[src/rtl/oversamp_rx_pkg.sv]
package oversamp_rx_pkg;
  localparam int DIV_W    = 16;
  localparam int OVS      = 16;
  localparam int PH_W     = $clog2(OVS);
  localparam int DATA_W   = 8;
  localparam int IDX_W    = $clog2(DATA_W);

  typedef enum logic [1:0] {
    RX_IDLE,
    RX_START,
    RX_DATA,
    RX_STOP
  } rx_state_e;

  // Counter reload value for a divisor; zero is treated as one.
  function automatic logic [DIV_W-1:0] reload_of(input logic [DIV_W-1:0] d);
    return (d == '0) ? '0 : d - 1'b1;
  endfunction
endpackage

[src/rtl/rx_sync.sv]
module rx_sync #(
  parameter int   STAGES = 2,
  parameter logic RST_LVL = 1'b1
) (
  input  logic clk,
  input  logic rst_n,
  input  logic d,
  output logic q
);
  logic [STAGES-1:0] chain;

  always_ff @(posedge clk or negedge rst_n) begin
    if (!rst_n) chain <= {STAGES{RST_LVL}};
    else        chain <= {chain[STAGES-2:0], d};
  end

  assign q = chain[STAGES-1];
endmodule

[src/rtl/rx_tick_gen.sv]
module rx_tick_gen
  import oversamp_rx_pkg::*;
#(
  parameter logic [DIV_W-1:0] DEF_DIV = 16'd33
) (
  input  logic             clk,
  input  logic             rst_n,
  input  logic             wr,
  input  logic [DIV_W-1:0] wdata,
  output logic             tick
);
  logic [DIV_W-1:0] div_q;
  logic [DIV_W-1:0] cnt;

  always_ff @(posedge clk or negedge rst_n) begin
    if (!rst_n) begin
      div_q <= DEF_DIV;
      cnt   <= reload_of(DEF_DIV);
    end else if (wr) begin
      div_q <= wdata;
      cnt   <= reload_of(wdata);
    end else if (cnt == '0) begin
      cnt   <= reload_of(div_q);
    end else begin
      cnt   <= cnt - 1'b1;
    end
  end

  assign tick = (cnt == '0);
endmodule

[src/rtl/rx_frame.sv]
module rx_frame
  import oversamp_rx_pkg::*;
(
  input  logic              clk,
  input  logic              rst_n,
  input  logic              tick,
  input  logic              line,
  output logic              start_seen,
  output logic              glitch_abort,
  output logic              bit_sample,
  output logic              byte_done,
  output logic [DATA_W-1:0] shreg
);
  localparam logic [PH_W-1:0]  HALF_M1 = PH_W'(OVS/2 - 1);
  localparam logic [PH_W-1:0]  FULL_M1 = PH_W'(OVS - 1);
  localparam logic [IDX_W-1:0] LAST    = IDX_W'(DATA_W - 1);

  rx_state_e        st;
  logic [PH_W-1:0]  ph;
  logic [IDX_W-1:0] idx;
  logic             mid_start;

  assign start_seen   = tick && (st == RX_IDLE) && !line;
  assign mid_start    = tick && (st == RX_START) && (ph == HALF_M1);
  assign glitch_abort = mid_start && line;
  assign bit_sample   = tick && ((st == RX_DATA) || (st == RX_STOP)) && (ph == FULL_M1);
  assign byte_done    = bit_sample && (st == RX_STOP);

  always_ff @(posedge clk or negedge rst_n) begin
    if (!rst_n) begin
      st    <= RX_IDLE;
      ph    <= '0;
      idx   <= '0;
      shreg <= '0;
    end else begin
      case (st)
        RX_IDLE: begin
          if (start_seen) begin
            st <= RX_START;
            ph <= '0;
          end
        end
        RX_START: begin
          if (mid_start) begin
            st  <= line ? RX_IDLE : RX_DATA;
            ph  <= '0;
            idx <= '0;
          end else if (tick) begin
            ph <= ph + 1'b1;
          end
        end
        RX_DATA: begin
          if (bit_sample) begin
            shreg <= {line, shreg[DATA_W-1:1]};
            ph    <= '0;
            if (idx == LAST) st <= RX_STOP;
            else             idx <= idx + 1'b1;
          end else if (tick) begin
            ph <= ph + 1'b1;
          end
        end
        RX_STOP: begin
          if (bit_sample) begin
            st <= RX_IDLE;
            ph <= '0;
          end else if (tick) begin
            ph <= ph + 1'b1;
          end
        end
        default: st <= RX_IDLE;
      endcase
    end
  end
endmodule

[src/rtl/oversamp_rx.sv]
module oversamp_rx
  import oversamp_rx_pkg::*;
#(
  parameter logic [15:0] DEF_DIV = 16'd33
) (
  input  logic        clk,
  input  logic        rst_n,
  input  logic        div_wr,
  input  logic [15:0] div_val,
  input  logic        rxd,
  input  logic        rd_stb,
  output logic [7:0]  rx_byte,
  output logic        rx_avail,
  output logic        rx_err
);
  logic              line_s;
  logic              tick_w;
  logic              start_seen_w;
  logic              glitch_abort_w;
  logic              bit_sample_w;
  logic              byte_done_w;
  logic [DATA_W-1:0] shreg_w;

  rx_sync #(.STAGES(2), .RST_LVL(1'b1)) i_sync (
    .clk(clk), .rst_n(rst_n), .d(rxd), .q(line_s)
  );

  rx_tick_gen #(.DEF_DIV(DEF_DIV)) i_tick (
    .clk(clk), .rst_n(rst_n), .wr(div_wr), .wdata(div_val), .tick(tick_w)
  );

  rx_frame i_frame (
    .clk(clk), .rst_n(rst_n), .tick(tick_w), .line(line_s),
    .start_seen(start_seen_w), .glitch_abort(glitch_abort_w),
    .bit_sample(bit_sample_w), .byte_done(byte_done_w), .shreg(shreg_w)
  );

  always_ff @(posedge clk or negedge rst_n) begin
    if (!rst_n) begin
      rx_byte  <= '0;
      rx_avail <= 1'b0;
      rx_err   <= 1'b0;
    end else if (byte_done_w) begin
      rx_byte  <= shreg_w;
      rx_avail <= 1'b1;
      rx_err   <= !line_s;
    end else if (rd_stb) begin
      rx_avail <= 1'b0;
    end
  end
endmodule

[config.mk]
export PLATFORM = sky130hd
export DESIGN_NAME = oversamp_rx
export DESIGN_NICKNAME = d
export VERILOG_FILES = /design/src/rtl/oversamp_rx_pkg.sv /design/src/rtl/rx_sync.sv /design/src/rtl/rx_tick_gen.sv /design/src/rtl/rx_frame.sv /design/src/rtl/oversamp_rx.sv
export SDC_FILE = /design/constraint.sdc
export NUM_CORES = 1
export LEC_CHECK = 0
export ABC_CLOCK_PERIOD_IN_PS = 3200
export BUFFER_PORTS_ARGS = -buffer_cell sky130_fd_sc_hd__buf_2
export CORE_MARGIN = 2
export CORE_UTILIZATION = 45
export DETAILED_ROUTE_END_ITERATION = 10
export HOLD_SLACK_MARGIN = 0.12
export SLEW_MARGIN = 15
export SYNTH_ARGS = -nofsm -noshare
export SYNTH_HDL_FRONTEND = slang
export SYNTH_SLANG_ARGS = --single-unit
[constraint.sdc]
create_clock -name clk -period 3.2 [get_ports clk]
set_input_delay 0 -clock clk [delete_from_list [all_inputs] [get_ports clk]]
set_output_delay 0 -clock clk [all_outputs]
set_load 0.01 [all_outputs]
## Word-level counts from Yosys, hierarchy flattened

Index checks and enable logic that the tools add are counted.

| word-level totals | value |
|---|---|
| register bits after elaboration | 61 |
| input port bits | 21 |

| operators by class | value |
|---|---|
| add/sub/neg operators | 5 |
| equal/unequal tests | 12 |
| multiplexer cells | 22 |
| reductions and logical operators | 19 |

Operators by type and width:

| cell | count |
|---|---|
| 16-bit 2-to-1 mux | 4 |
| 16-bit zero test | 3 |
| 16-bit by 1-bit subtractor with 16-bit output, second input constant | 3 |
| 4-bit 2-to-1 mux | 4 |
| 2-bit 2-to-1 mux | 6 |
| 4-bit case mux with 3 select lines | 1 |
| 3-bit 2-to-1 mux | 3 |
| 2-bit by 1-bit != test with 1-bit output, second input constant | 4 |
| 2-bit case mux with 4 select lines | 1 |
| 1-bit logical AND | 7 |
| 3-bit case mux with 2 select lines | 1 |
| 5-bit AND reduction | 1 |
| 4-bit by 1-bit adder with 4-bit output, second input constant | 1 |
| 2-bit equality test, second input constant | 2 |
| 4-bit by 3-bit equality test with 1-bit output, second input constant | 1 |
| 4-bit equality test, second input constant | 1 |
| 2-bit != test, second input constant | 2 |
| 4-bit AND reduction | 1 |
| 2-bit nonzero test | 2 |
| 3-bit by 1-bit adder with 3-bit output, second input constant | 1 |
| 3-bit equality test, second input constant | 1 |
| 2-bit by 1-bit equality test with 1-bit output, second input constant | 1 |
| 2-bit zero test | 1 |
| 1-bit 2-to-1 mux | 2 |
| 4 further kinds | 4 |

## Logic depth before layout (Yosys ltp)

Gate-level depths: netlist of run 1.

| logic depth | value |
|---|---|
| word-level depth | 6 |
| depth in mapped cells | 9 |

## Modules after synthesis

Synthesis of run 1 repeated with hierarchy kept, for this count alone.

| unflattened totals | value |
|---|---|
| cell total of the unflattened synthesis | 325 |
| area, all modules | 3,457.1 um^2 |

Modules (own cells, without submodules):

| module | instances | cells each | area each (um^2) | seq. area each (um^2) |
|---|---|---|---|---|
| rx_tick_gen | 1 | 230 | 2,167.1 | 804.5 |
| rx_frame | 1 | 70 | 838.3 | 425.4 |
| oversamp_rx | 1 | 23 | 399.1 | 250.2 |
| rx_sync | 1 | 2 | 52.6 | 52.6 |

## Worst setup path before layout of run 1

OpenSTA, ideal clock, no wires.

| path | value |
|---|---|
| kind | reg-to-reg |
| start point | register i_tick.cnt[0] |
| end point | register i_frame.shreg[0] |
| library setup time | 125 ps |
| arrival | 2,120 ps |
| setup slack | 955 ps |
| cell stages (with the launch flop) | 7 |
| path buffers | 0 |
| clock period less this slack | 2,245 ps |
| cells stage by stage | dfrtp_1 > inv_1 > ha_1 > nor4b_2 > nand4_2 > nor4_4 > mux2_2 |

| on the way | value |
|---|---|
| cells in the longest elaborated chain, start to end | 4 |

Ends and longest elaborated chain:

| item | RTL line | source |
|---|---|---|
| start: declaration | rx_tick_gen.sv:13 | `logic [DIV_W-1:0] cnt;` |
| start signal: assignment | rx_tick_gen.sv:18 | `cnt <= reload_of(DEF_DIV);` |
| start signal: assignment | rx_tick_gen.sv:21 | `cnt <= reload_of(wdata);` |
| start signal: assignment | rx_tick_gen.sv:23 | `cnt <= reload_of(div_q);` |
| 16-bit zero test | rx_tick_gen.sv:29 | `assign tick = (cnt == '0);` |
| 1-bit logical AND (2 in a row) | rx_frame.sv:26 | `assign bit_sample = tick && ((st == RX_DATA) \|\| (st == RX_STOP)) && (ph == FULL_M1);` |
| 2-bit AND reduction (no source line) | - |  |
| end signal: assignment | rx_frame.sv:54 | `shreg <= {line, shreg[DATA_W-1:1]};` |
| end: declaration | rx_frame.sv:12 | `output logic [DATA_W-1:0] shreg` |

No other way between the ends.
A chain may end at the register's enable or synchronous reset.

## Worst setup path after layout of run 1

| path | value |
|---|---|
| start point | register i_tick.cnt[0] |
| end point | register rx_byte[7] |

| on the way | value |
|---|---|
| cells in the longest elaborated chain, start to end | 4 |

Ends and longest elaborated chain:

| item | RTL line | source |
|---|---|---|
| 16-bit zero test | rx_tick_gen.sv:29 |  |
| 1-bit logical AND (2 in a row) | rx_frame.sv:26 |  |
| 1-bit logical AND | rx_frame.sv:27 | `assign byte_done = bit_sample && (st == RX_STOP);` |
| end signal: assignment | oversamp_rx.sv:44 | `rx_byte <= shreg_w;` |
| end: declaration | oversamp_rx.sv:12 | `output logic [7:0] rx_byte,` |

No other way between the ends.

==> results of run 1 <==
## worst min path at each step
| stage | endpoint | slack, ns | depth (start not counted) |
|---|---|---|---|
| 3_3_place_gp | i_frame.shreg[0] | 0.03 | 1 |
| 4_1_cts | i_tick.div_q[0] | 0.18 | 3 |
| 5_1_grt | i_tick.div_q[0] | 0.21 | 3 |
| 6_report | i_tick.cnt[14] | 0.20 | 2 |
| 3_5_place_dp | i_frame.shreg[0] | 0.02 | 1 |
| 2_1_floorplan | asynchronous set/reset pin | -0.30 | 0 |
## stage by stage
stage	total power, mW	hold slack (ns)	setup slack, ns	cell area [sq um]	util
floorplan	1.04	-0.296	0.955	3470	-
CTS	2.00	0.185	0.668	4160	0.547
detailed placement	1.13	0.0201	0.682	3720	0.489
global route	2.07	0.209	0.424	4160	0.547
global placement	1.12	0.0259	0.793	3720	0.489
finish	1.98	0.195	0.687	4160	0.547
## synth_stat cells (3+ instances only)
master | n | area share
sky130_fd_sc_hd__mux2i_1 | 5 | 0.014
sky130_fd_sc_hd__dfrtp_1 | 56 | 0.40
sky130_fd_sc_hd__o41ai_1 | 3 | 0.0076
sky130_fd_sc_hd__mux2_2 | 32 | 0.10
sky130_fd_sc_hd__dfstp_2 | 5 | 0.038
sky130_fd_sc_hd__o21ai_0 | 14 | 0.020
sky130_fd_sc_hd__o32ai_1 | 5 | 0.013
sky130_fd_sc_hd__nor4_1 | 11 | 0.020
sky130_fd_sc_hd__o31ai_1 | 3 | 0.0065
sky130_fd_sc_hd__nand4_1 | 3 | 0.0054
sky130_fd_sc_hd__inv_1 | 11 | 0.012
sky130_fd_sc_hd__a31oi_1 | 3 | 0.0054
sky130_fd_sc_hd__nand3b_1 | 3 | 0.0065
sky130_fd_sc_hd__a21oi_1 | 9 | 0.013
sky130_fd_sc_hd__clkbuf_1 | 8 | 0.0086
sky130_fd_sc_hd__or4_1 | 5 | 0.011
sky130_fd_sc_hd__nand2_1 | 22 | 0.024
sky130_fd_sc_hd__nor2_1 | 23 | 0.025
sky130_fd_sc_hd__a22o_1 | 3 | 0.0076
sky130_fd_sc_hd__nor3_1 | 11 | 0.016
sky130_fd_sc_hd__ha_1 | 7 | 0.025
sky130_fd_sc_hd__or3_1 | 3 | 0.0054
sky130_fd_sc_hd__xnor2_1 | 14 | 0.035
sky130_fd_sc_hd__nand3_1 | 6 | 0.0086
sky130_fd_sc_hd__xor2_1 | 17 | 0.043
sky130_fd_sc_hd__o22ai_1 | 6 | 0.011
sky130_fd_sc_hd__a21o_1 | 3 | 0.0065
## cells in the final DEF (no fill, tap or decap), drive strengths merged, types with 4 or more instances in the layout
cell	netlist	final
buf	4	34
clkbuf	8	10
a21oi	9	9
xnor2	14	14
mux2	32	32
o32ai	5	5
inv	11	11
nor3	11	11
nand3	6	6
nand2	22	22
xor2	17	17
o21ai	14	14
nand4	4	4
dfrtp	56	56
ha	7	7
nor4	14	14
or4	7	7
dlygate4sd3	0	19
or3	5	5
o41ai	4	4
dfstp	5	5
nor2	23	23
mux2i	5	5
o22ai	6	6
## sequential cells by signal, summed over array words and instances, names as in the netlist, named ones only
signal	flops
i_frame.idx	3
i_frame.ph	4
i_frame.shreg	8
i_frame.st	1
i_sync.chain	2
i_tick.cnt	16
i_tick.div_q	16
rx_avail	1
rx_byte	8
rx_err	1
## area by class of cell
type	count	area (sq um)	area share
multi-input cells	245	1840	0.443
flip-flops and latches	61	1530	0.368
repair buffers	53	370	0.0890
clock buffers	10	138	0.0331
well taps	102	128	0.0307
clock inverters	6	110	0.0265
inverters	11	41.3	0.00992
## power by group through the flow
stage	sequential, mW	clock [mW]	combinational [mW]
global placement	0.893	0	0.230
global route	0.890	0.902	0.277
finish	0.881	0.846	0.250
floorplan	0.879	0	0.160
detailed placement	0.895	0	0.232
CTS	0.881	0.866	0.251
## routing by layer
metal	track usage	part of all wire
met3	0.0403	0.036
met4	0.0771	0.020
met1	0.237	0.46
met5	0	0
met2	0.308	0.48
## kinds of logic after synthesis
logic type | synth area share
AO/OA/AOI/OAI | 0.124
adder cells (fa/ha/maj) | 0.0252
XOR/XNOR | 0.0781
multiplexers | 0.118
flip-flops | 0.441
buffers and inverters | 0.0288
AND/OR/NAND/NOR | 0.184
## what timing repair did
action / 4_1_cts / 5_1_grt
gates resized for setup: 0 / 0
hold buffers: 19 / 0
setup buffers: 0 / 0
hold endpoints to repair: 52 / 0
==> report_table.html, run 1 <==
<table>
<tr><th>Metric</th><th>Value</th></tr>
<tr><th colspan="2">Power</th></tr>
<tr><td>Internal power</td><td>1.48 mW</td></tr>
<tr><td>Portion of total power attributed to combinational logic</td><td>0.126</td></tr>
<tr><td>Portion of total power attributed to sequential cells</td><td>0.446</td></tr>
<tr><td>Worst supply voltage drop on vdd</td><td>roughly 0.2 mV</td></tr>
<tr><td>Switching share of total power</td><td>0.251</td></tr>
<tr><td>Power spent charging and discharging nets</td><td>0.496 mW</td></tr>
<tr><td>Part of the power in the clock network</td><td>0.428</td></tr>
<tr><td>Leakage power total</td><td>1.78 nW</td></tr>
<tr><td>Power density of the placed cells</td><td>475 mW/mm^2</td></tr>
<tr><th colspan="2">Clock tree</th></tr>
<tr><td>Clk slew on worst S/H paths</td><td>0.07 ns</td></tr>
<tr><td>CTS Root Cell</td><td>sky130_fd_sc_hd__clkbuf_8</td></tr>
<tr><td>Number of buffers created by CTS</td><td>9</td></tr>
<tr><td>CTS H-tree lvls</td><td>3</td></tr>
<tr><td>Skew-Pair Late Insertion Delay</td><td>0.35 ns</td></tr>
<tr><td>TritonCTS clock tree</td><td>built</td></tr>
<tr><td>Clock sinks</td><td>61</td></tr>
<tr><td>Buffer depth of the longest clock path</td><td>2</td></tr>
<tr><th colspan="2">Timing</th></tr>
<tr><td>Share of the cycle needed by the critical path after routing</td><td>0.785</td></tr>
<tr><td>Fmax achieved</td><td>398 MHz</td></tr>
<tr><td>Number of hold violations in the final report</td><td>0</td></tr>
<tr><td>Worst Max-Slew Pin Slew</td><td>between 0.9 and 1 ns</td></tr>
<tr><td>Post-route minimum period</td><td>2.51 ns</td></tr>
<tr><td>Final-layout setup total negative slack</td><td>0 ns</td></tr>
<tr><td>Max-Slew Margin vs Limit</td><td>0.361</td></tr>
<tr><td>RSZ-0062 raised after global routing</td><td>false</td></tr>
<tr><td>Max-slew violation count</td><td>0</td></tr>
<tr><td>Final setup skew</td><td>0.00929 ns</td></tr>
<tr><td>Total of endpoints with negative setup slack in the final report</td><td>0</td></tr>
<tr><th colspan="2">Die</th></tr>
<tr><td>Area enclosed by the die boundary</td><td>0.00844 sq mm</td></tr>
<tr><td>Vertical extent of the die</td><td>between 90 and 100 microns</td></tr>
<tr><td>Num rows</td><td>32</td></tr>
<tr><td>Top-level port count</td><td>31</td></tr>
<tr><td>Starting Density</td><td>0.457</td></tr>
<tr><td>Core Region</td><td>0.00761 sq mm</td></tr>
<tr><td>Overall die width</td><td>91.9 microns</td></tr>
<tr><th colspan="2">GRT</th></tr>
<tr><td>Pin count of the biggest net entering global routing</td><td>33</td></tr>
<tr><td>All-layer global routing usage</td><td>0.186</td></tr>
<tr><td>Number of global-route vias before repair</td><td>2648</td></tr>
<tr><td>Global-route wire length before repair</td><td>about 13000 microns</td></tr>
<tr><td>Antenna violations before repair</td><td>0</td></tr>
<tr><td>GRT Residual Overflow</td><td>0</td></tr>
<tr><th colspan="2">Worst setup path</th></tr>
<tr><td>Endpoint of the lowest-slack register-to-register path</td><td>rx_byte[7]</td></tr>
<tr><td>Critical path depth in cells</td><td>6</td></tr>
<tr><td>Family with the most delay on the worst path</td><td>simple AND/OR/NAND/NOR gates</td></tr>
<tr><td>Worst path arrival time</td><td>2.74 ns</td></tr>
<tr><td>Setup crit end kind</td><td>flop</td></tr>
<tr><td>Largest stage delay on the critical path</td><td>0.45 ns</td></tr>
<tr><td>Capture point of the critical path</td><td>rx_byte[7]</td></tr>
<tr><td>Chain of cells forming the critical path</td><td>inv_1 -&gt; ha_1 -&gt; nor4b_2 -&gt; and4_1 -&gt; nand3_1 -&gt; mux2_2</td></tr>
<tr><td>Flop-to-flop setup slack</td><td>0.69 ns</td></tr>
<tr><td>Critical path required time</td><td>3.42 ns</td></tr>
<tr><td>Critical Path Start</td><td>i_tick.cnt[0]</td></tr>
<tr><td>Cells on worst reg2reg path</td><td>6</td></tr>
<tr><td>Crit-path max FO</td><td>11</td></tr>
<tr><td>Slowest stage cell, crit path</td><td>sky130_fd_sc_hd__and4_1</td></tr>
<tr><td>Worst flop-to-flop path startpoint</td><td>i_tick.cnt[0]</td></tr>
<tr><td>Critical setup path kind</td><td>reg2reg</td></tr>
<tr><td>Type of origin of the critical path</td><td>flop</td></tr>
<tr><td>Number of buffers and inverters on the critical path</td><td>1</td></tr>
<tr><th colspan="2">Run status</th></tr>
<tr><td>Result of the run</td><td>finished, final reports clean</td></tr>
<tr><th colspan="2">Route</th></tr>
<tr><td>Length of the first detailed-routing pass in iterations</td><td>4</td></tr>
<tr><td>Antenna Nets Post-Route</td><td>0</td></tr>
<tr><td>Detailed-route DRC error count</td><td>0</td></tr>
<tr><td>Via total after detailed routing</td><td>roughly 2700</td></tr>
<tr><td>WL per Instance</td><td>15.3 microns</td></tr>
<tr><td>Total Wirelength</td><td>7450 microns</td></tr>
<tr><td>Number of DRC markers in iteration 0</td><td>143</td></tr>
<tr><td>Per-cell via count in the routed design</td><td>approximately 5.6</td></tr>
<tr><th colspan="2">Yosys</th></tr>
<tr><td>Most common flop cell mapped by yosys</td><td>sky130_fd_sc_hd__dfrtp_1</td></tr>
<tr><td>Syn Inst Count</td><td>329</td></tr>
<tr><td>Share of flip-flops with an asynchronous set or reset after synthesis</td><td>1.00</td></tr>
<tr><td>Count of warnings emitted by yosys</td><td>0</td></tr>
<tr><td>EDFF count, synth</td><td>0</td></tr>
<tr><td>Total of flip-flops plus latches after synthesis</td><td>61</td></tr>
<tr><td>Post-synthesis cell type count</td><td>between 50 and 60</td></tr>
<tr><td>Register area share after synthesis</td><td>0.441</td></tr>
<tr><td>Synthesized area per cell</td><td>approximately 11 sq um</td></tr>
<tr><td>Synthesized cell area</td><td>0.00347 sq mm</td></tr>
<tr><td>Net Count, Synth</td><td>about 360</td></tr>
<tr><th colspan="2">Min path</th></tr>
<tr><td>Tightest Hold Check Type</td><td>in2async</td></tr>
<tr><th colspan="2">Layout</th></tr>
<tr><td>Total Nets Final</td><td>409</td></tr>
<tr><td>Filler cells</td><td>675</td></tr>
<tr><td>Non-filler instance count after layout</td><td>around 490</td></tr>
<tr><td>Total inserted antenna cells</td><td>0</td></tr>
<tr><td>Synthesis-to-layout area growth</td><td>19.8%</td></tr>
<tr><td>Fraction of layout instances using a drive strength above 1</td><td>0.267</td></tr>
<tr><th colspan="2">Placement</th></tr>
<tr><td>Placed Cells</td><td>about 450</td></tr>
<tr><td>Port Buffer Count</td><td>30</td></tr>
<tr><td>Final RePlAce weighted congestion</td><td>between 0.8 and 0.9</td></tr>
<tr><td>Post-DP HPWL</td><td>roughly 5500 microns</td></tr>
<tr><th colspan="2">Run</th></tr>
<tr><td>Maximum capacitance violations</td><td>0</td></tr>
</table>
Note: power is estimated with default switching activity, not from simulation.
==> run 2: changes to the inputs <==
ABC_AREA = 1   (was not set)
ABC_CLOCK_PERIOD_IN_PS = 2460   (was 3200)
clock period = 2.46 ns   (was 3.2 ns; I/O delays follow)
==> run 2 against run 1 <==
Sequential share of layout area decreased by 2.7 points. Non-clock buffer count increased by 2. Die area increased by 11%. Area after synthesis is 11% higher. First-iteration DRC count fell by 4.2%. Via count up 24%. Count of clock-buffer cells in the layout increased by 1. Global-route usage increased by 0.64 points. Fmax increased by 18%. Cell count up 40%. Utilization shrank 0.28 points. Wire length is 13% higher.
==> report_table.html, run 2 <==
<table>
<tr><th>Metric</th><th>Value</th></tr>
<tr><th colspan="2">Route</th></tr>
<tr><td>WL per Instance</td><td>~12 microns</td></tr>
<tr><td>Antenna Nets Post-Route</td><td>0</td></tr>
<tr><td>Via total after detailed routing</td><td>3358</td></tr>
<tr><td>Detailed-route DRC error count</td><td>0</td></tr>
<tr><td>Number of DRC markers in iteration 0</td><td>137</td></tr>
<tr><td>Total Wirelength</td><td>8390 microns</td></tr>
<tr><td>Length of the first detailed-routing pass in iterations</td><td>4</td></tr>
<tr><td>Per-cell via count in the routed design</td><td>4.90</td></tr>
<tr><th colspan="2">Timing</th></tr>
<tr><td>Final-layout setup total negative slack</td><td>0 ns</td></tr>
<tr><td>RSZ-0062 raised after global routing</td><td>false</td></tr>
<tr><td>Max-Slew Margin vs Limit</td><td>0.493</td></tr>
<tr><td>Final setup skew</td><td>0.00930 ns</td></tr>
<tr><td>Share of the cycle needed by the critical path after routing</td><td>0.866</td></tr>
<tr><td>Post-route minimum period</td><td>2.13 ns</td></tr>
<tr><td>Max-slew violation count</td><td>0</td></tr>
<tr><td>Number of hold violations in the final report</td><td>0</td></tr>
<tr><td>Total of endpoints with negative setup slack in the final report</td><td>0</td></tr>
<tr><td>Smallest setup slack after layout</td><td>around 0.33 ns</td></tr>
<tr><td>Fmax achieved</td><td>469 MHz</td></tr>
<tr><td>Worst Max-Slew Pin Slew</td><td>about 0.76 ns</td></tr>
<tr><th colspan="2">Clock tree</th></tr>
<tr><td>TritonCTS clock tree</td><td>built</td></tr>
<tr><td>Clock sinks</td><td>61</td></tr>
<tr><td>Buffer depth of the longest clock path</td><td>2</td></tr>
<tr><td>CTS Root Cell</td><td>sky130_fd_sc_hd__clkbuf_8</td></tr>
<tr><td>Cts-stage hold buffer count</td><td>22</td></tr>
<tr><td>Post-CTS setup buffer count</td><td>0</td></tr>
<tr><td>Clk slew on worst S/H paths</td><td>0.07 ns</td></tr>
<tr><td>Skew-Pair Late Insertion Delay</td><td>0.34 ns</td></tr>
<tr><td>Count of instances resized after the clock tree is built</td><td>0</td></tr>
<tr><td>Number of buffers created by CTS</td><td>9</td></tr>
<tr><td>CTS H-tree lvls</td><td>3</td></tr>
<tr><th colspan="2">Yosys</th></tr>
<tr><td>Net Count, Synth</td><td>approximately 550</td></tr>
<tr><td>Cell types with the highest counts after synthesis</td><td>sky130_fd_sc_hd__nand2_1 (147), sky130_fd_sc_hd__inv_1 (67), sky130_fd_sc_hd__dfrtp_1 (56)</td></tr>
<tr><td>Count of warnings emitted by yosys</td><td>0</td></tr>
<tr><td>Total of flip-flops plus latches after synthesis</td><td>61</td></tr>
<tr><td>Yosys top cell area share</td><td>0.363</td></tr>
<tr><td>Most common flop cell mapped by yosys</td><td>sky130_fd_sc_hd__dfrtp_1</td></tr>
<tr><td>Synthesized area per cell</td><td>roughly 7.4 sq um</td></tr>
<tr><td>Synthesized cell area</td><td>0.00386 sq mm</td></tr>
<tr><td>Post-synthesis cell type count</td><td>34</td></tr>
<tr><td>Share of flip-flops with an asynchronous set or reset after synthesis</td><td>1.00</td></tr>
<tr><td>Top-count cell post-synth</td><td>sky130_fd_sc_hd__nand2_1</td></tr>
<tr><td>EDFF count, synth</td><td>0</td></tr>
<tr><td>Largest cells by area after synthesis</td><td>sky130_fd_sc_hd__dfrtp_1 (36%), sky130_fd_sc_hd__nand2_1 (14%), sky130_fd_sc_hd__inv_1 (6.5%)</td></tr>
<tr><td>Register area share after synthesis</td><td>0.397</td></tr>
<tr><td>Syn Inst Count</td><td>519</td></tr>
<tr><td>Cell type with the largest total area after synthesis</td><td>sky130_fd_sc_hd__dfrtp_1</td></tr>
<tr><th colspan="2">Worst setup path</th></tr>
<tr><td>Type of origin of the critical path</td><td>flop</td></tr>
<tr><td>Most frequent CP cell</td><td>sky130_fd_sc_hd__nand2_1</td></tr>
<tr><td>Setup crit end kind</td><td>flop</td></tr>
<tr><td>Chain of cells forming the critical path</td><td>inv_1 -&gt; ha_1 -&gt; nand3_1 -&gt; nor2_2 -&gt; nand2_1 -&gt; nor2_2 -&gt; nand3_1 -&gt; nand2_1 -&gt; o21ai_0 -&gt; nand2_1 -&gt; o21ai_0</td></tr>
<tr><td>Largest stage delay on the critical path</td><td>about 0.37 ns</td></tr>
<tr><td>Crit-path max FO</td><td>13</td></tr>
<tr><td>Critical setup path kind</td><td>reg2reg</td></tr>
<tr><td>Slowest stage cell, crit path</td><td>sky130_fd_sc_hd__dfstp_2</td></tr>
<tr><td>Critical path required time</td><td>2.67 ns</td></tr>
<tr><td>Worst path arrival time</td><td>2.34 ns</td></tr>
<tr><th colspan="2">Run</th></tr>
<tr><td>Maximum capacitance violations</td><td>0</td></tr>
<tr><th colspan="2">Layout</th></tr>
<tr><td>Highest-count cells in the layout ignoring fill and taps</td><td>sky130_fd_sc_hd__nand2_1 (147), sky130_fd_sc_hd__inv_1 (67), sky130_fd_sc_hd__dfrtp_1 (56)</td></tr>
<tr><td>Fraction of layout instances using a drive strength above 1</td><td>0.166</td></tr>
<tr><td>Synthesis-to-layout area growth</td><td>16.3%</td></tr>
<tr><td>Total inserted antenna cells</td><td>0</td></tr>
<tr><td>Leading cell type in the layout, fill and taps excluded</td><td>sky130_fd_sc_hd__nand2_1</td></tr>
<tr><td>Registers with the highest flip-flop counts</td><td>i_tick.cnt (16), i_tick.div_q (16)</td></tr>
<tr><td>Total Nets Final</td><td>about 600</td></tr>
<tr><td>Core utilization of the finished layout</td><td>0.544</td></tr>
<tr><th colspan="2">Die</th></tr>
<tr><td>Num rows</td><td>33</td></tr>
<tr><td>Starting Density</td><td>0.468</td></tr>
<tr><td>Overall die width</td><td>96.7 microns</td></tr>
<tr><td>Core Region</td><td>0.00826 sq mm</td></tr>
<tr><td>Vertical extent of the die</td><td>96.7 microns</td></tr>
<tr><td>Area enclosed by the die boundary</td><td>0.00934 sq mm</td></tr>
<tr><td>Top-level port count</td><td>31</td></tr>
<tr><th colspan="2">Power</th></tr>
<tr><td>Leakage power total</td><td>2.26 nW</td></tr>
<tr><td>Power density of the placed cells</td><td>between 500 and 600 mW/mm^2</td></tr>
<tr><td>Worst supply voltage drop on vdd</td><td>0.265 mV</td></tr>
<tr><td>Tot Pwr</td><td>roughly 2.6 mW</td></tr>
<tr><th colspan="2">GRT</th></tr>
<tr><td>All-layer global routing usage</td><td>0.193</td></tr>
<tr><td>Antenna violations before repair</td><td>0</td></tr>
<tr><td>Pin count of the biggest net entering global routing</td><td>a little over 60</td></tr>
<tr><td>Number of global-route vias before repair</td><td>around 3400</td></tr>
<tr><td>GRT Residual Overflow</td><td>0</td></tr>
<tr><td>Global-route wire length before repair</td><td>roughly 15000 microns</td></tr>
<tr><th colspan="2">Placement</th></tr>
<tr><td>Post-placement worst setup slack</td><td>0.339 ns</td></tr>
<tr><td>Port Buffer Count</td><td>30</td></tr>
<tr><td>Final RePlAce weighted congestion</td><td>between 0.8 and 0.9</td></tr>
<tr><td>Post-DP HPWL</td><td>6230 microns</td></tr>
<tr><th colspan="2">Min path</th></tr>
<tr><td>Tightest Hold Check Type</td><td>in2reg</td></tr>
<tr><th colspan="2">Run status</th></tr>
<tr><td>Result of the run</td><td>finished, final reports clean</td></tr>
</table>
==> run 2: worst paths after layout <==
path	startpoint	end	slack, ns	cells after the start
max	i_tick.div_q[0]	i_tick.cnt[7]	0.33	11
min	div_wr	i_tick.div_q[1]	0.13	3
max reg2reg	i_tick.div_q[0]	i_tick.cnt[7]	0.33	11
min reg2reg	i_sync.chain[0]	i_sync.chain[1]	0.36	0
max in group asynchronous	rst_n	i_tick.div_q[7]	1.61	3
min in group asynchronous	rst_n	rx_byte[3]	0.35	3
==> run 2: layout make-up <==
cell class / instances / area [sq um]
clock inverter: 5 / 36.3
inverter: 73 / 274
fill: 790 / 3760
tap: 105 / 131
sequential: 61 / 1530
multi-input combinational: 375 / 2000
timing repair buffer: 55 / 393
clock buffer: 11 / 131
==> run 2: logic make-up (layout without fill, tap and decap cells) <==
kind of cell | Yosys count | after routing | share of synthesized area
and+or+nand+nor | 274 | 274 | 0.327
buffers and inverters | 83 | 144 | 0.0868
AOI/OAI and AO/OA | 67 | 67 | 0.106
DFF | 61 | 61 | 0.397
xor gates and xnor gates | 27 | 27 | 0.0612
adders and majority gates | 7 | 7 | 0.0227
==> run 2: layer usage <==
layer,up-vias,GRT usage,part of all wire
li1,1766,-,-
met1,1516,0.247,0.47
met2,59,0.329,0.48
met3,17,0.0267,0.027
met4,0,0.0748,0.023
met5,-,0,0
==> run 2: critical path: cells and delay by family (launching register included) <==
family / cells / cell delay [ns]
AOI/OAI and AO/OA: 2 / 0.22
adders and majority gates: 1 / 0.19
DFF: 1 / 0.37
buffers and inverters: 1 / 0.10
and+or+nand+nor: 7 / 1.13
==> run 2: per-stage QoR <==
stage / instance area [sq um] / std cells / hold WS [ns]
floorplan: 3860 / 519 / -0.296
global placement: 4110 / 647 / 0.108
detailed placement: 4110 / 647 / 0.108
CTS: 4490 / 685 / 0.124
global route: 4490 / 685 / 0.182
finish: 4490 / 685 / 0.128
==> run 2: power breakdown <==
group | internal (mW) | total, mW | switching [mW] | leakage [nW]
logic | 0.248 | 0.677 | 0.428 | 1.41
clock network | 0.367 | 0.777 | 0.410 | 0.0760
registers | 1.10 | 1.19 | 0.0960 | 0.777
total | 1.71 | 2.65 | 0.935 | 2.26
==> run 3: changes to the inputs <==
ABC_AREA = not set   (was 1)
==> run 3 against run 2 <==
Critical path depth is 4 lower. Hold slack better by 0.039 ns. Sequential share of layout area increased by 2.3 points. Power shrank 13%. Critical path type unchanged. Critical endpoint is now i_tick.cnt[10]. Largest cell class unchanged. Largest power group unchanged.
==> report_table.html, run 3 (synthesis results as in run 1) <==
<table>
<tr><th>Metric</th><th>Value</th></tr>
<tr><th colspan="2">Layout</th></tr>
<tr><td>Total inserted antenna cells</td><td>0</td></tr>
<tr><td>Leading cell type in the layout, fill and taps excluded</td><td>sky130_fd_sc_hd__dfrtp_1</td></tr>
<tr><td>Registers with the highest flip-flop counts</td><td>i_tick.cnt (16), i_tick.div_q (16)</td></tr>
<tr><td>Synthesis-to-layout area growth</td><td>21.2%</td></tr>
<tr><td>Highest-count cells in the layout ignoring fill and taps</td><td>sky130_fd_sc_hd__dfrtp_1 (56), sky130_fd_sc_hd__mux2_2 (32), sky130_fd_sc_hd__buf_2 (30)</td></tr>
<tr><td>Total Nets Final</td><td>422</td></tr>
<tr><td>Fraction of layout instances using a drive strength above 1</td><td>0.288</td></tr>
<tr><th colspan="2">Route</th></tr>
<tr><td>Total Wirelength</td><td>~7500 microns</td></tr>
<tr><td>WL per Instance</td><td>15.0 microns</td></tr>
<tr><td>Via total after detailed routing</td><td>2762</td></tr>
<tr><td>Top routing layer in use</td><td>met4</td></tr>
<tr><td>Met3 Routed Length</td><td>280 microns</td></tr>
<tr><td>Detailed-route DRC error count</td><td>0</td></tr>
<tr><td>Met2 layer wire length in the routed design</td><td>3640 microns</td></tr>
<tr><td>Met1 Routed Length</td><td>3510 microns</td></tr>
<tr><td>Number of DRC markers in iteration 0</td><td>98</td></tr>
<tr><td>Per-cell via count in the routed design</td><td>5.51</td></tr>
<tr><td>Length of the first detailed-routing pass in iterations</td><td>4</td></tr>
<tr><td>Antenna Nets Post-Route</td><td>0</td></tr>
<tr><th colspan="2">Worst setup path</th></tr>
<tr><td>Endpoint of the lowest-slack register-to-register path</td><td>i_tick.cnt[10]</td></tr>
<tr><td>Setup crit end kind</td><td>flop</td></tr>
<tr><td>Type of origin of the critical path</td><td>flop</td></tr>
<tr><td>Worst flop-to-flop path startpoint</td><td>i_tick.cnt[0]</td></tr>
<tr><td>Cells on worst reg2reg path</td><td>7</td></tr>
<tr><td>Critical setup path kind</td><td>reg2reg</td></tr>
<tr><td>Crit-path max FO</td><td>4</td></tr>
<tr><td>Critical path required time</td><td>2.66 ns</td></tr>
<tr><td>Flop-to-flop setup slack</td><td>0.17 ns</td></tr>
<tr><td>Worst path arrival time</td><td>2.50 ns</td></tr>
<tr><th colspan="2">Run status</th></tr>
<tr><td>Result of the run</td><td>finished, final reports clean</td></tr>
<tr><th colspan="2">Clock tree</th></tr>
<tr><td>Skew-Pair Late Insertion Delay</td><td>0.34 ns</td></tr>
<tr><td>Post-CTS setup buffer count</td><td>0</td></tr>
<tr><td>Number of buffers created by CTS</td><td>9</td></tr>
<tr><td>CTS H-tree lvls</td><td>3</td></tr>
<tr><td>TritonCTS clock tree</td><td>built</td></tr>
<tr><td>Clock sinks</td><td>61</td></tr>
<tr><td>Clk slew on worst S/H paths</td><td>0.07 ns</td></tr>
<tr><td>CTS Root Cell</td><td>sky130_fd_sc_hd__clkbuf_8</td></tr>
<tr><td>Buffer depth of the longest clock path</td><td>2</td></tr>
<tr><th colspan="2">Min path</th></tr>
<tr><td>Tightest Hold Check Type</td><td>in2reg</td></tr>
<tr><td>Startpoint of the lowest-slack hold path</td><td>div_wr</td></tr>
<tr><td>Count of cells along the worst hold path</td><td>3</td></tr>
<tr><td>Worst Hold End</td><td>i_tick.div_q[1]</td></tr>
<tr><th colspan="2">Timing</th></tr>
<tr><td>Fmax achieved</td><td>around 440 MHz</td></tr>
<tr><td>Share of the cycle needed by the critical path after routing</td><td>0.933</td></tr>
<tr><td>RSZ-0062 raised after global routing</td><td>false</td></tr>
<tr><td>Post-route minimum period</td><td>2.29 ns</td></tr>
<tr><td>Max-Slew Margin vs Limit</td><td>0.544</td></tr>
<tr><td>Number of hold violations in the final report</td><td>0</td></tr>
<tr><td>Final setup skew</td><td>around 0.016 ns</td></tr>
<tr><td>Final-layout setup total negative slack</td><td>0 ns</td></tr>
<tr><td>Total of endpoints with negative setup slack in the final report</td><td>0</td></tr>
<tr><td>Worst Max-Slew Pin Slew</td><td>0.684 ns</td></tr>
<tr><td>Max-slew violation count</td><td>0</td></tr>
<tr><th colspan="2">GRT</th></tr>
<tr><td>GRT Residual Overflow</td><td>0</td></tr>
<tr><td>Pin count of the biggest net entering global routing</td><td>33</td></tr>
<tr><td>Antenna violations before repair</td><td>0</td></tr>
<tr><td>All-layer global routing usage</td><td>0.193</td></tr>
<tr><td>Global-route wire length before repair</td><td>between 10000 and 15000 microns</td></tr>
<tr><td>Number of global-route vias before repair</td><td>2739</td></tr>
<tr><th colspan="2">Die</th></tr>
<tr><td>Starting Density</td><td>0.457</td></tr>
<tr><td>Overall die width</td><td>91.9 microns</td></tr>
<tr><td>Top-level port count</td><td>31</td></tr>
<tr><td>Vertical extent of the die</td><td>91.9 microns</td></tr>
<tr><td>Area enclosed by the die boundary</td><td>0.00844 sq mm</td></tr>
<tr><td>Num rows</td><td>32</td></tr>
<tr><td>Core Region</td><td>about 0.0076 sq mm</td></tr>
<tr><th colspan="2">Placement</th></tr>
<tr><td>Post-DP HPWL</td><td>roughly 5700 microns</td></tr>
<tr><td>Final RePlAce weighted congestion</td><td>about 0.85</td></tr>
<tr><td>Port Buffer Count</td><td>30</td></tr>
<tr><th colspan="2">Power</th></tr>
<tr><td>Leakage power total</td><td>about 1.8 nW</td></tr>
<tr><td>Worst supply voltage drop on vdd</td><td>around 0.24 mV</td></tr>
<tr><td>Tot Pwr</td><td>2.29 mW</td></tr>
<tr><td>Power density of the placed cells</td><td>544 mW/mm^2</td></tr>
<tr><th colspan="2">Run</th></tr>
<tr><td>Maximum capacitance violations</td><td>0</td></tr>
</table>
## run 3: layout make-up
type	count	area, sq um
sequential	61	1530
tap	102	128
timing repair buffer	66	480
fill	683	3390
multi-input combinational	245	1860
clock inverter	2	10.0
inverter	11	41.3
clock buffer	14	163
## run 3: timing repair
| item | 4_1_cts | 5_1_grt |
|---|---|---|
| gates resized for setup | 0 | 3 |
| hold buffers | 19 | 0 |
| endpoints found under the hold margin | 55 | 0 |
| endpoints found under the setup margin | 0 | 11 |
## run 3: worst max path at each step
stage | start | endpoint | slack [ns]
2_1_floorplan | i_tick.cnt[0] | i_frame.shreg[0] | 0.22
5_1_grt | i_tick.cnt[0] | i_tick.cnt[10] | 0.03
4_1_cts | i_tick.cnt[0] | i_tick.cnt[10] | 0.14
6_report | i_tick.cnt[0] | i_tick.cnt[10] | 0.17
3_3_place_gp | i_tick.cnt[2] | i_tick.cnt[15] | 0.21
3_5_place_dp | i_tick.cnt[0] | i_tick.cnt[10] | 0.18
## run 3: power by group
| group | leakage, nW | internal (mW) | switching [mW] |
|---|---|---|---|
| registers | 0.775 | 1.07 | 0.0793 |
| logic | 0.956 | 0.178 | 0.172 |
| clock network | 0.0905 | 0.419 | 0.372 |
| total | 1.82 | 1.67 | 0.624 |
## run 3: metrics by stage
step | utilization | std cells | hold WS, ns | cell area (sq um) | setup WS [ns]
2_1_floorplan | - | 329 | -0.296 | 3470 | 0.215
3_3_place_gp | 0.504 | 466 | 0.0855 | 3830 | 0.209
3_5_place_dp | 0.504 | 466 | 0.0883 | 3830 | 0.179
4_1_cts | 0.552 | 501 | 0.146 | 4200 | 0.144
5_1_grt | 0.554 | 501 | 0.200 | 4210 | 0.0267
6_report | 0.554 | 501 | 0.167 | 4210 | 0.165
## run 3: worst max-delay path, stage by stage, from the launching register on
cell and delay, ns:
sky130_fd_sc_hd__dfrtp_1 0.40, sky130_fd_sc_hd__inv_1 0.09, sky130_fd_sc_hd__ha_2 0.22, sky130_fd_sc_hd__or4b_2 0.66, sky130_fd_sc_hd__or4_1 0.51, sky130_fd_sc_hd__xnor2_1 0.14, sky130_fd_sc_hd__nand2_1 0.07, sky130_fd_sc_hd__o211ai_1 0.08
## run 3: layer usage
metal / up-vias / track usage
met5: - / 0
met4: 0 / 0.0883
met3: 8 / 0.0279
met2: 54 / 0.314
met1: 1346 / 0.254
li1: 1354 / -
